<file path="config.mk">
export PLATFORM = sky130hd
export DESIGN_NAME = bulk_in_ep
export DESIGN_NICKNAME = d
export VERILOG_FILES = /design/src/rtl/bulk_in_ep.sv
export SDC_FILE = /design/constraint.sdc
export NUM_CORES = 1
export LEC_CHECK = 0
export ABC_AREA = 0
export BUFFER_PORTS_ARGS = -buffer_cell sky130_fd_sc_hd__buf_2
export CORE_MARGIN = 2
export CORE_UTILIZATION = 45
export CTS_CLUSTER_SIZE = 10
export DETAILED_ROUTE_END_ITERATION = 6
export GPL_ROUTABILITY_DRIVEN = 0
export PLACE_DENSITY = 0.63
export SLEW_MARGIN = 20
export SYNTH_ARGS = -nofsm -noshare
export SYNTH_HDL_FRONTEND = slang
export SYNTH_SLANG_ARGS = --single-unit
</file>
<file path="constraint.sdc">
create_clock -name clk -period 3.5 [get_ports clk]
set_clock_uncertainty 0.1 [all_clocks]
set_input_delay 0.875 -clock clk [delete_from_list [all_inputs] [get_ports clk]]
set_output_delay 0.875 -clock clk [all_outputs]
set_load 0.005 [all_outputs]
</file>
<file path="src/rtl/bulk_in_ep.sv">
module bulk_in_ep #(
  parameter int PKT_BYTES = 64
) (
  input  logic                          clk,
  input  logic                          rst_n,
  input  logic                          wr_en,
  input  logic [7:0]                    wr_data,
  input  logic                          reg_we,
  input  logic [8:0]                    reg_wdata,
  output logic [8:0]                    reg_rdata,
  input  logic                          in_tok,
  input  logic                          under,
  input  logic                          tx_rd,
  input  logic                          pkt_ack,
  input  logic                          stall_sent,
  input  logic                          clr_feat,
  input  logic                          cfg_evt,
  output logic [1:0]                    hs,
  output logic [7:0]                    tx_data,
  output logic [$clog2(PKT_BYTES):0]    tx_len,
  output logic                          pid_odd,
  output logic                          irq
);
  localparam int AW = $clog2(PKT_BYTES);
  localparam int CW = AW + 1;

  logic [7:0]    mem [2*PKT_BYTES];
  logic          wsel, rsel;
  logic [CW-1:0] wcnt, rcnt, len0, len1;
  logic [1:0]    ccnt;
  logic          done, undr, ssent, fstall, ie, ovf;

  wire           flush  = cfg_evt | (reg_we & reg_wdata[2]);
  wire           full   = (ccnt == 2'd2);
  wire           wr_ok  = wr_en & ~full;
  wire [CW-1:0]  wnext  = wcnt + CW'(wr_ok);
  wire           fill_c = (wnext == CW'(PKT_BYTES));
  wire           trig_c = reg_we & reg_wdata[6] & ~full & ~fill_c;
  wire           commit = fill_c | trig_c;
  wire           ack_ok = pkt_ack & (ccnt != 2'd0);
  wire [CW-1:0]  hlen   = rsel ? len1 : len0;

  always_ff @(posedge clk)
    if (wr_ok && !flush) mem[{wsel, wcnt[AW-1:0]}] <= wr_data;

  always_ff @(posedge clk) begin
    if (!rst_n || flush) begin
      wsel <= 1'b0; rsel <= 1'b0;
      wcnt <= '0;   rcnt <= '0;
      len0 <= '0;   len1 <= '0;
      ccnt <= 2'd0; pid_odd <= 1'b0;
    end else begin
      if (commit) begin
        if (wsel) len1 <= wnext; else len0 <= wnext;
        wsel <= ~wsel;
        wcnt <= '0;
      end else begin
        wcnt <= wnext;
      end
      if (ack_ok) begin
        rsel <= ~rsel;
        rcnt <= '0;
      end else if (in_tok) begin
        rcnt <= '0;
      end else if (tx_rd && ccnt != 2'd0 && rcnt < hlen) begin
        rcnt <= rcnt + 1'b1;
      end
      ccnt <= ccnt + {1'b0, commit} - {1'b0, ack_ok};
      if (clr_feat) pid_odd <= 1'b0;
      else if (ack_ok) pid_odd <= ~pid_odd;
    end
  end

  always_ff @(posedge clk) begin
    if (!rst_n) begin
      done <= 1'b0; undr <= 1'b0; ssent <= 1'b0;
      fstall <= 1'b0; ie <= 1'b0; ovf <= 1'b0;
    end else begin
      if (ack_ok && !flush) done <= 1'b1;
      else if (reg_we && reg_wdata[1]) done <= 1'b0;
      if (under) undr <= 1'b1;
      else if (reg_we && reg_wdata[3]) undr <= 1'b0;
      if (stall_sent && fstall) ssent <= 1'b1;
      else if (reg_we && reg_wdata[4]) ssent <= 1'b0;
      if (clr_feat || stall_sent) fstall <= 1'b0;
      else if (reg_we && reg_wdata[5]) fstall <= 1'b1;
      if (reg_we) ie <= reg_wdata[7];
      if (wr_en && full) ovf <= 1'b1;
      else if (reg_we && reg_wdata[8]) ovf <= 1'b0;
    end
  end

  assign reg_rdata = {ovf, ie, 1'b0, fstall, ssent, undr, 1'b0, done, ~full};
  assign hs        = fstall ? 2'd2 : ((ccnt == 2'd0 || under) ? 2'd1 : 2'd0);
  assign tx_data   = mem[{rsel, rcnt[AW-1:0]}];
  assign tx_len    = (ccnt != 2'd0) ? hlen : '0;
  assign irq       = done & ie;


  flush_empties_chk: assert property (@(posedge clk) disable iff (!rst_n)
    flush |=> (ccnt == 2'd0 && !pid_odd));

  ssent_source_chk: assert property (@(posedge clk) disable iff (!rst_n)
    $rose(ssent) |-> ($past(fstall) && $past(stall_sent)));

  stall_once_chk: assert property (@(posedge clk) disable iff (!rst_n)
    stall_sent |=> !fstall);

  done_source_chk: assert property (@(posedge clk) disable iff (!rst_n)
    $rose(done) |-> $past(pkt_ack));

  ovf_source_chk: assert property (@(posedge clk) disable iff (!rst_n)
    $rose(ovf) |-> ($past(wr_en) && $past(ccnt) == 2'd2));

  toggle_step_chk: assert property (@(posedge clk) disable iff (!rst_n)
    (pid_odd != $past(pid_odd)) |-> ($past(pkt_ack) || !pid_odd));

  nak_empty_chk: assert property (@(posedge clk) disable iff (!rst_n)
    (ccnt == 2'd0 && !fstall) |-> hs == 2'd1);
endmodule

</file>
==> impl_metrics.py, run 1 <==
metrics = {
    "outcome": {
        "status": "finished with violations",
        "violations": "setup timing",
    },
    "final_layout": {
        "postLayoutCellArea_sq_mm": 0.0506,
        "syn_to_final_growth_pct": 20.1,
        "post-route-util_pct": 54.4,
        "drive_above_1_share_pct": 36.2,
        "nFillCells": 7116,
        "final_nets": 2572,
    },
    "sta": {
        "rsz0062_at_grt": "true",
        "setup_viol": 8,
        "timing.hold.ws_ns": 0.289,
        "finalMaxSlewViolations": 0,
        "setup_ws_ns": -0.907,
        "period_minus_slack_ns": 4.41,
        "finalCritPeriodShare_pct": 126,
        "tightest_slew_ns": 0.822,
        "max_freq_ghz": 0.227,
        "hold_viol_final": 0,
        "relSlewSlack_pct": 45.2,
    },
    "route": {
        "drcViolationCount": 0,
        "viasPerCell": 5.89,
        "drtIter0Drc": 2216,
        "wl_mm": 107,
        "dr.pass1.iters": 6,
        "ant_nets": 0,
        "via_count": 22400,
        "wl_per_cell_microns": 28.1,
    },
    "logic_synthesis": {
        "synthDistinctLibCells": 66,
        "avgSynthCellArea_sq_um": 20.4,
        "async_reset_ff_share_pct": 0,
        "synth_top_family_by_area": "multiplexers",
        "synth-edff-count": 1024,
        "ys_seq_area_share_pct": 74.8,
        "synth_compound_area_share_pct": 2.58,
        "synth_xor_area_share_pct": 0.229,
        "synth_ff_type": "edfxtp_1",
        "synthSimpleGateAreaFrac_pct": 3.69,
        "yosysWarnings": 0,
        "synthMuxAreaShare_pct": 16.4,
        "ys_ff_latch": 1063,
        "synthCells": 2063,
        "netlist_area_sq_mm": 0.0422,
        "synthAdderAreaFrac_pct": 0.297,
    },
    "place": {
        "dpl_cell_area_sq_mm": 0.0465,
        "hpwl_mm": 68.1,
        "portBuffers": 52,
        "dp_slack_ns": -0.789,
    },
    "clocking": {
        "cts.path.max_buffers": 3,
        "cts_root_buf": "clkbuf_16",
        "cts_hold_buf": 0,
        "cts.sinks": 1063,
        "cts_max_level": 3,
        "cts_inserted_buffers": 118,
        "clkLatencyLatePin_ns": 0.66,
        "path_clk_slew_ns": 0.06,
        "cts_tree": "done",
    },
    "die": {
        "die-area_sq_mm": 0.0962,
        "initial_core_util_pct": 45.3,
        "row_count": 112,
        "io_pins": 56,
        "core_sq_mm": 0.0930,
        "die_h_microns": 310,
        "die_width_microns": 310,
    },
    "global_routing": {
        "gr-total-overflow": 0,
        "grt_pass1_vias": 22900,
        "grt_max_degree": 89,
        "antenna_found_initial": 0,
        "grt_pass1_wl_mm": 157,
        "grt_use_total_pct": 22.7,
    },
    "power": {
        "swShare_pct": 19.6,
        "p_switching_mw": 4.92,
        "pwr-share-comb_pct": 1.6,
        "ir_drop_v": 0.000390,
        "leakage_nw": 16.3,
        "power_density_mw_per_mm2": 496,
        "power_frac_seq_pct": 55.5,
        "power_frac_clock_pct": 42.9,
        "internal-power_mw": 20.2,
    },
    "worst_setup_path": {
        "r2r_slack_ns": 0.25,
        "crit_required_ns": 2.52,
        "crit_path_end_kind": "output pin",
        "crit_type": "reg2out",
        "critPathLaunchType": "flop",
        "path_max_fanout": 12,
        "crit_arrival_ns": 3.43,
    },
    "hold_path": {
        "hold_path.class": "in2reg",
    },
    "run": {
        "cap_violations": 0,
    },
}
## worst max-delay path: stages, from the launching register on
cell	delay, ns
dfxtp_4	0.46
buf_12	0.17
buf_12	0.15
buf_4	0.17
mux4_2	0.52
mux4_2	0.53
a22oi_1	0.37
a21oi_2	0.20
buf_2	0.17
## metrics by stage
step / setup TNS (ns) / power [mW] / std cells
2_1_floorplan: 0 / 14.3 / 2064
3_3_place_gp: -3.47 / 14.6 / 3623
3_5_place_dp: -3.60 / 14.6 / 3623
4_1_cts: -7.37 / 25.3 / 3789
5_1_grt: -7.44 / 25.8 / 3810
6_report: -6.78 / 25.1 / 3811
## what timing repair did
| action | 4_1_cts | 5_1_grt |
|---|---|---|
| gates cloned | 3 | 3 |
| buffers inserted | 24 | 22 |
| resized for setup | 79 | 46 |
| pin swaps | 15 | 24 |
| endpoints found under the setup margin | 8 | 8 |
## final cells by class
| type | count | area, sq um | share of cell area, % |
|---|---|---|---|
| Timing Repair Buffer | 476 | 4110 | 8.12 |
| Tap cell | 1254 | 1570 | 3.10 |
| Multi-Input combinational cell | 866 | 10200 | 20.1 |
| Clock buffer | 132 | 3030 | 5.98 |
| Sequential cell | 1063 | 31500 | 62.3 |
| Antenna cell | 1 | 2.50 | 0.00494 |
| Inverter | 9 | 33.8 | 0.0667 |
| Clock inverter | 10 | 169 | 0.334 |
## path summary, 6_finish.rpt
| kind | end | start | cells past startpoint |
|---|---|---|---|
| max | tx_data[6] | rcnt[0] | 8 |
| min | pid_odd | clr_feat | 2 |
| max reg2reg | ccnt[1] | ccnt[0] | 13 |
| min reg2reg | len1[0] | len1[0] | 2 |
## layout by cell type (no fill, tap or decap), types with 34 or more instances in the layout
| cell type | Yosys | final |
|---|---|---|
| buf_4 | 26 | 378 |
| edfxtp_1 | 1024 | 1024 |
| dfxtp_1 | 39 | 34 |
| mux2i_1 | 65 | 62 |
| nor2_1 | 171 | 167 |
| clkbuf_16 | 0 | 122 |
| nand2_1 | 51 | 51 |
| buf_12 | 3 | 36 |
| buf_2 | 35 | 42 |
| mux4_2 | 222 | 236 |
## power groups by stage
stage / clock, mW / sequential (mW) / combinational [mW]
after floorplan: 0 / 14.2 / 0.0895
after global placement: 0 / 14.2 / 0.378
after detailed placement: 0 / 14.2 / 0.400
after CTS: 10.9 / 14.0 / 0.405
after global routing: 11.4 / 13.9 / 0.437
final: 10.8 / 14.0 / 0.405
## state kept, by name (all words and copies together) (netlist names)
signal and count:
ie 1, rcnt 7, ccnt 2, ssent 1, len1 7, len0 7
wsel 1, fstall 1, ovf 1, pid_odd 1, undr 1, done 1
wcnt 7, mem 1024, rsel 1
## cells in the mapped netlist (5+ instances only)
cell / n / area (sq um)
o21ai_0: 17 / 85.1
a21oi_1: 39 / 195
clkbuf_1: 36 / 135
ha_1: 10 / 125
a2111oi_0: 7 / 61.3
and2_1: 17 / 106
edfxtp_1: 1024 / 30700
inv_1: 9 / 33.8
nand2b_1: 5 / 31.3
xnor2_1: 6 / 52.6
nand3_1: 29 / 145
buf_4: 26 / 195
nand3b_1: 5 / 37.5
mux4_2: 222 / 5000
xor2_1: 5 / 43.8
nor3_1: 22 / 110
buf_2: 35 / 175
nor2_1: 171 / 642
buf_6: 15 / 169
a211oi_1: 27 / 203
mux2i_1: 65 / 651
mux2_2: 10 / 113
nand2_1: 51 / 191
o211ai_1: 9 / 67.6
mux4_1: 44 / 1160
a311oi_1: 6 / 52.6
nor2b_1: 19 / 119
nand4_1: 5 / 31.3
dfxtp_1: 39 / 781
a22oi_1: 7 / 52.6
buf_1: 6 / 22.5
## kinds of logic after synthesis
logic type,Yosys count
flip-flops,1063
AND/OR/NAND/NOR,344
multiplexers,341
AO/OA/AOI/OAI,158
buffers and inverters,135
XOR/XNOR,11
adder cells (fa/ha/maj),10
other,1
## layer usage
layer  track usage, %  vias to the layer above  wire, microns
met5                0                        -              0
met4             7.47                        0           3170
met1             31.8                    11900          43800
met3             2.92                      176           7590
met2             37.1                      905          52500
li1                 -                     9425              -
No activity file was read; power rests on OpenSTA's default activity.
==> run 2: changes to the inputs <==
- CTS_BUF_LIST: unset -> sky130_fd_sc_hd__clkbuf_2
==> run 2 against run 1 <==
Net effect:
- the run still ends with setup timing left
- register-to-register slack got worse by 0.06 ns
- wire length rose by 1.1%
- critical path depth rose by 2
- die area did not move
- first-iteration DRC count fell by 5.0%
- cell count rose by 9.0%
- utilization fell by 0.44 points
- critical path type unchanged
- non-clock buffer count rose by 35
- total power fell by 11%
- clock power fell by 25%
- global-route usage rose by 0.24 points
==> impl_metrics.py, run 2 (synthesis results as in run 1) <==
metrics = {
    "outcome": {
        "status": "finished with violations",
        "violations": "setup timing",
    },
    "worst_setup_path": {
        "path_max_fanout": 8,
        "crit_required_ns": 2.52,
        "critPathLaunchType": "flop",
        "critPathBufInv": 4,
        "crit_arrival_ns": 4.13,
        "crit_family": "multiplexers",
        "crit_chain": "buf_12 > buf_12 > buf_8 > mux4_2 > mux4_2 > nor2_4 > a2111oi_4 > nor3_2 > a21oi_2 > buf_2",
        "crit_path_end_kind": "output pin",
        "cp_slowest_cell": "mux4_2",
        "crit_type": "reg2out",
        "crit_path_max_incr_delay_ns": 0.55,
    },
    "clocking": {
        "cts_inserted_buffers": 275,
        "cts.path.max_buffers": 4,
        "cts_root_buf": "clkbuf_2",
        "path_clk_slew_ns": 0.10,
        "cts.sinks": 1063,
        "clkLatencyLatePin_ns": 1.34,
        "cts_max_level": 5,
        "cts_tree": "done",
    },
    "final_layout": {
        "final_cell_mix": "edfxtp_1, clkbuf_2, buf_4",
        "largest_register_ff_count": 1024,
        "final_nets": 2764,
        "syn_to_final_growth_pct": 19.1,
        "layout_commonest_cell": "edfxtp_1",
        "drive_above_1_share_pct": 41.4,
        "postLayoutCellArea_sq_mm": 0.0502,
    },
    "sta": {
        "period_minus_slack_ns": 5.10,
        "max_freq_ghz": 0.196,
        "finalCritPeriodShare_pct": 146,
        "relSlewSlack_pct": 41.9,
        "finalMaxSlewViolations": 0,
        "rsz0062_at_grt": "true",
        "setup_viol": 8,
        "hold_viol_final": 0,
        "tightest_slew_ns": 0.872,
        "setup_ws_ns": -1.60,
    },
    "route": {
        "dr.pass1.iters": 5,
        "wl_per_cell_microns": 26.1,
        "drtIter0Drc": 2105,
        "drcViolationCount": 0,
        "via_count": 23400,
        "wl_mm": 108,
        "viasPerCell": 5.64,
        "ant_nets": 0,
    },
    "place": {
        "portBuffers": 52,
        "dpl_cell_area_sq_mm": 0.0465,
        "hpwl_mm": 68.1,
        "dp_slack_ns": -0.789,
    },
    "die": {
        "die_h_microns": 310,
        "row_count": 112,
        "die_width_microns": 310,
        "initial_core_util_pct": 45.3,
        "core_sq_mm": 0.0930,
        "io_pins": 56,
        "die-area_sq_mm": 0.0962,
    },
    "global_routing": {
        "antenna_found_initial": 2,
        "grt_pass1_wl_mm": 159,
        "grt_max_degree": 89,
        "grt_pass1_vias": 24300,
        "gr-total-overflow": 0,
        "grt_use_total_pct": 22.9,
    },
    "run": {
        "cap_violations": 0,
    },
    "hold_path": {
        "hold_path.class": "in2reg",
    },
    "power": {
        "ir_drop_v": 0.000276,
        "power_density_mw_per_mm2": 448,
        "leakage_nw": 16.7,
    },
}
-- run 2: worst paths after layout --
check	start	endpoint	slack [ns]	cells past startpoint
min reg2reg	rcnt[6]	rcnt[6]	0.39	2
max reg2reg	ccnt[1]	ccnt[1]	0.19	13
min	reg_we	len0[0]	0.25	6
max	rcnt[0]	tx_data[3]	-1.60	10
-- run 2: worst min-delay path: cells and delay by family --
kind / cells / cell delay, ns
compound gates: 2 / 0.15
simple gates: 2 / 0.25
buf+inv: 2 / 0.34
-- run 2: area by class of cell --
type	instances	area [sq um]
antenna	6	15.0
clock buffer	386	1930
clock inverter	59	389
fill	7371	42800
inverter	9	33.8
multi-input combinational	866	10200
sequential	1063	31500
tap	1254	1570
timing repair buffer	511	4540
-- run 2: metal layers --
metal | up-vias | track usage, % | share of wire [%]
li1 | 10000 | - | -
met4 | 0 | 7.81 | 2.3
met1 | 12200 | 31.0 | 41
met5 | - | 0 | 0
met2 | 1056 | 37.1 | 50
met3 | 144 | 4.82 | 7.5
-- run 2: power breakdown --
group	internal, mW	switching [mW]	leakage, nW
sequential	13.9	0.00734	9.52
combinational	0.122	0.317	5.38
clock	3.37	4.76	1.80
-- run 2: through the flow --
step	instances	hold WS [ns]	utilization, %	power [mW]	setup TNS [ns]
6_report	4154	0.247	54.0	22.5	-12.29
2_1_floorplan	2064	0.347	-	14.3	0
4_1_cts	4119	0.0286	53.4	22.7	-15.03
3_5_place_dp	3623	0.377	50.0	14.6	-3.60
5_1_grt	4153	0.124	54.0	23.4	-14.80
3_3_place_gp	3623	0.360	50.0	14.6	-3.47
-- run 2: timing repair --
action,4_1_cts,5_1_grt
buffers inserted,15,28
gates resized for setup,87,45
gates cloned,2,4
hold buffers,38,0
pin swaps,12,22
setup endpoints to repair,16,15
endpoints found under the hold margin,590,0
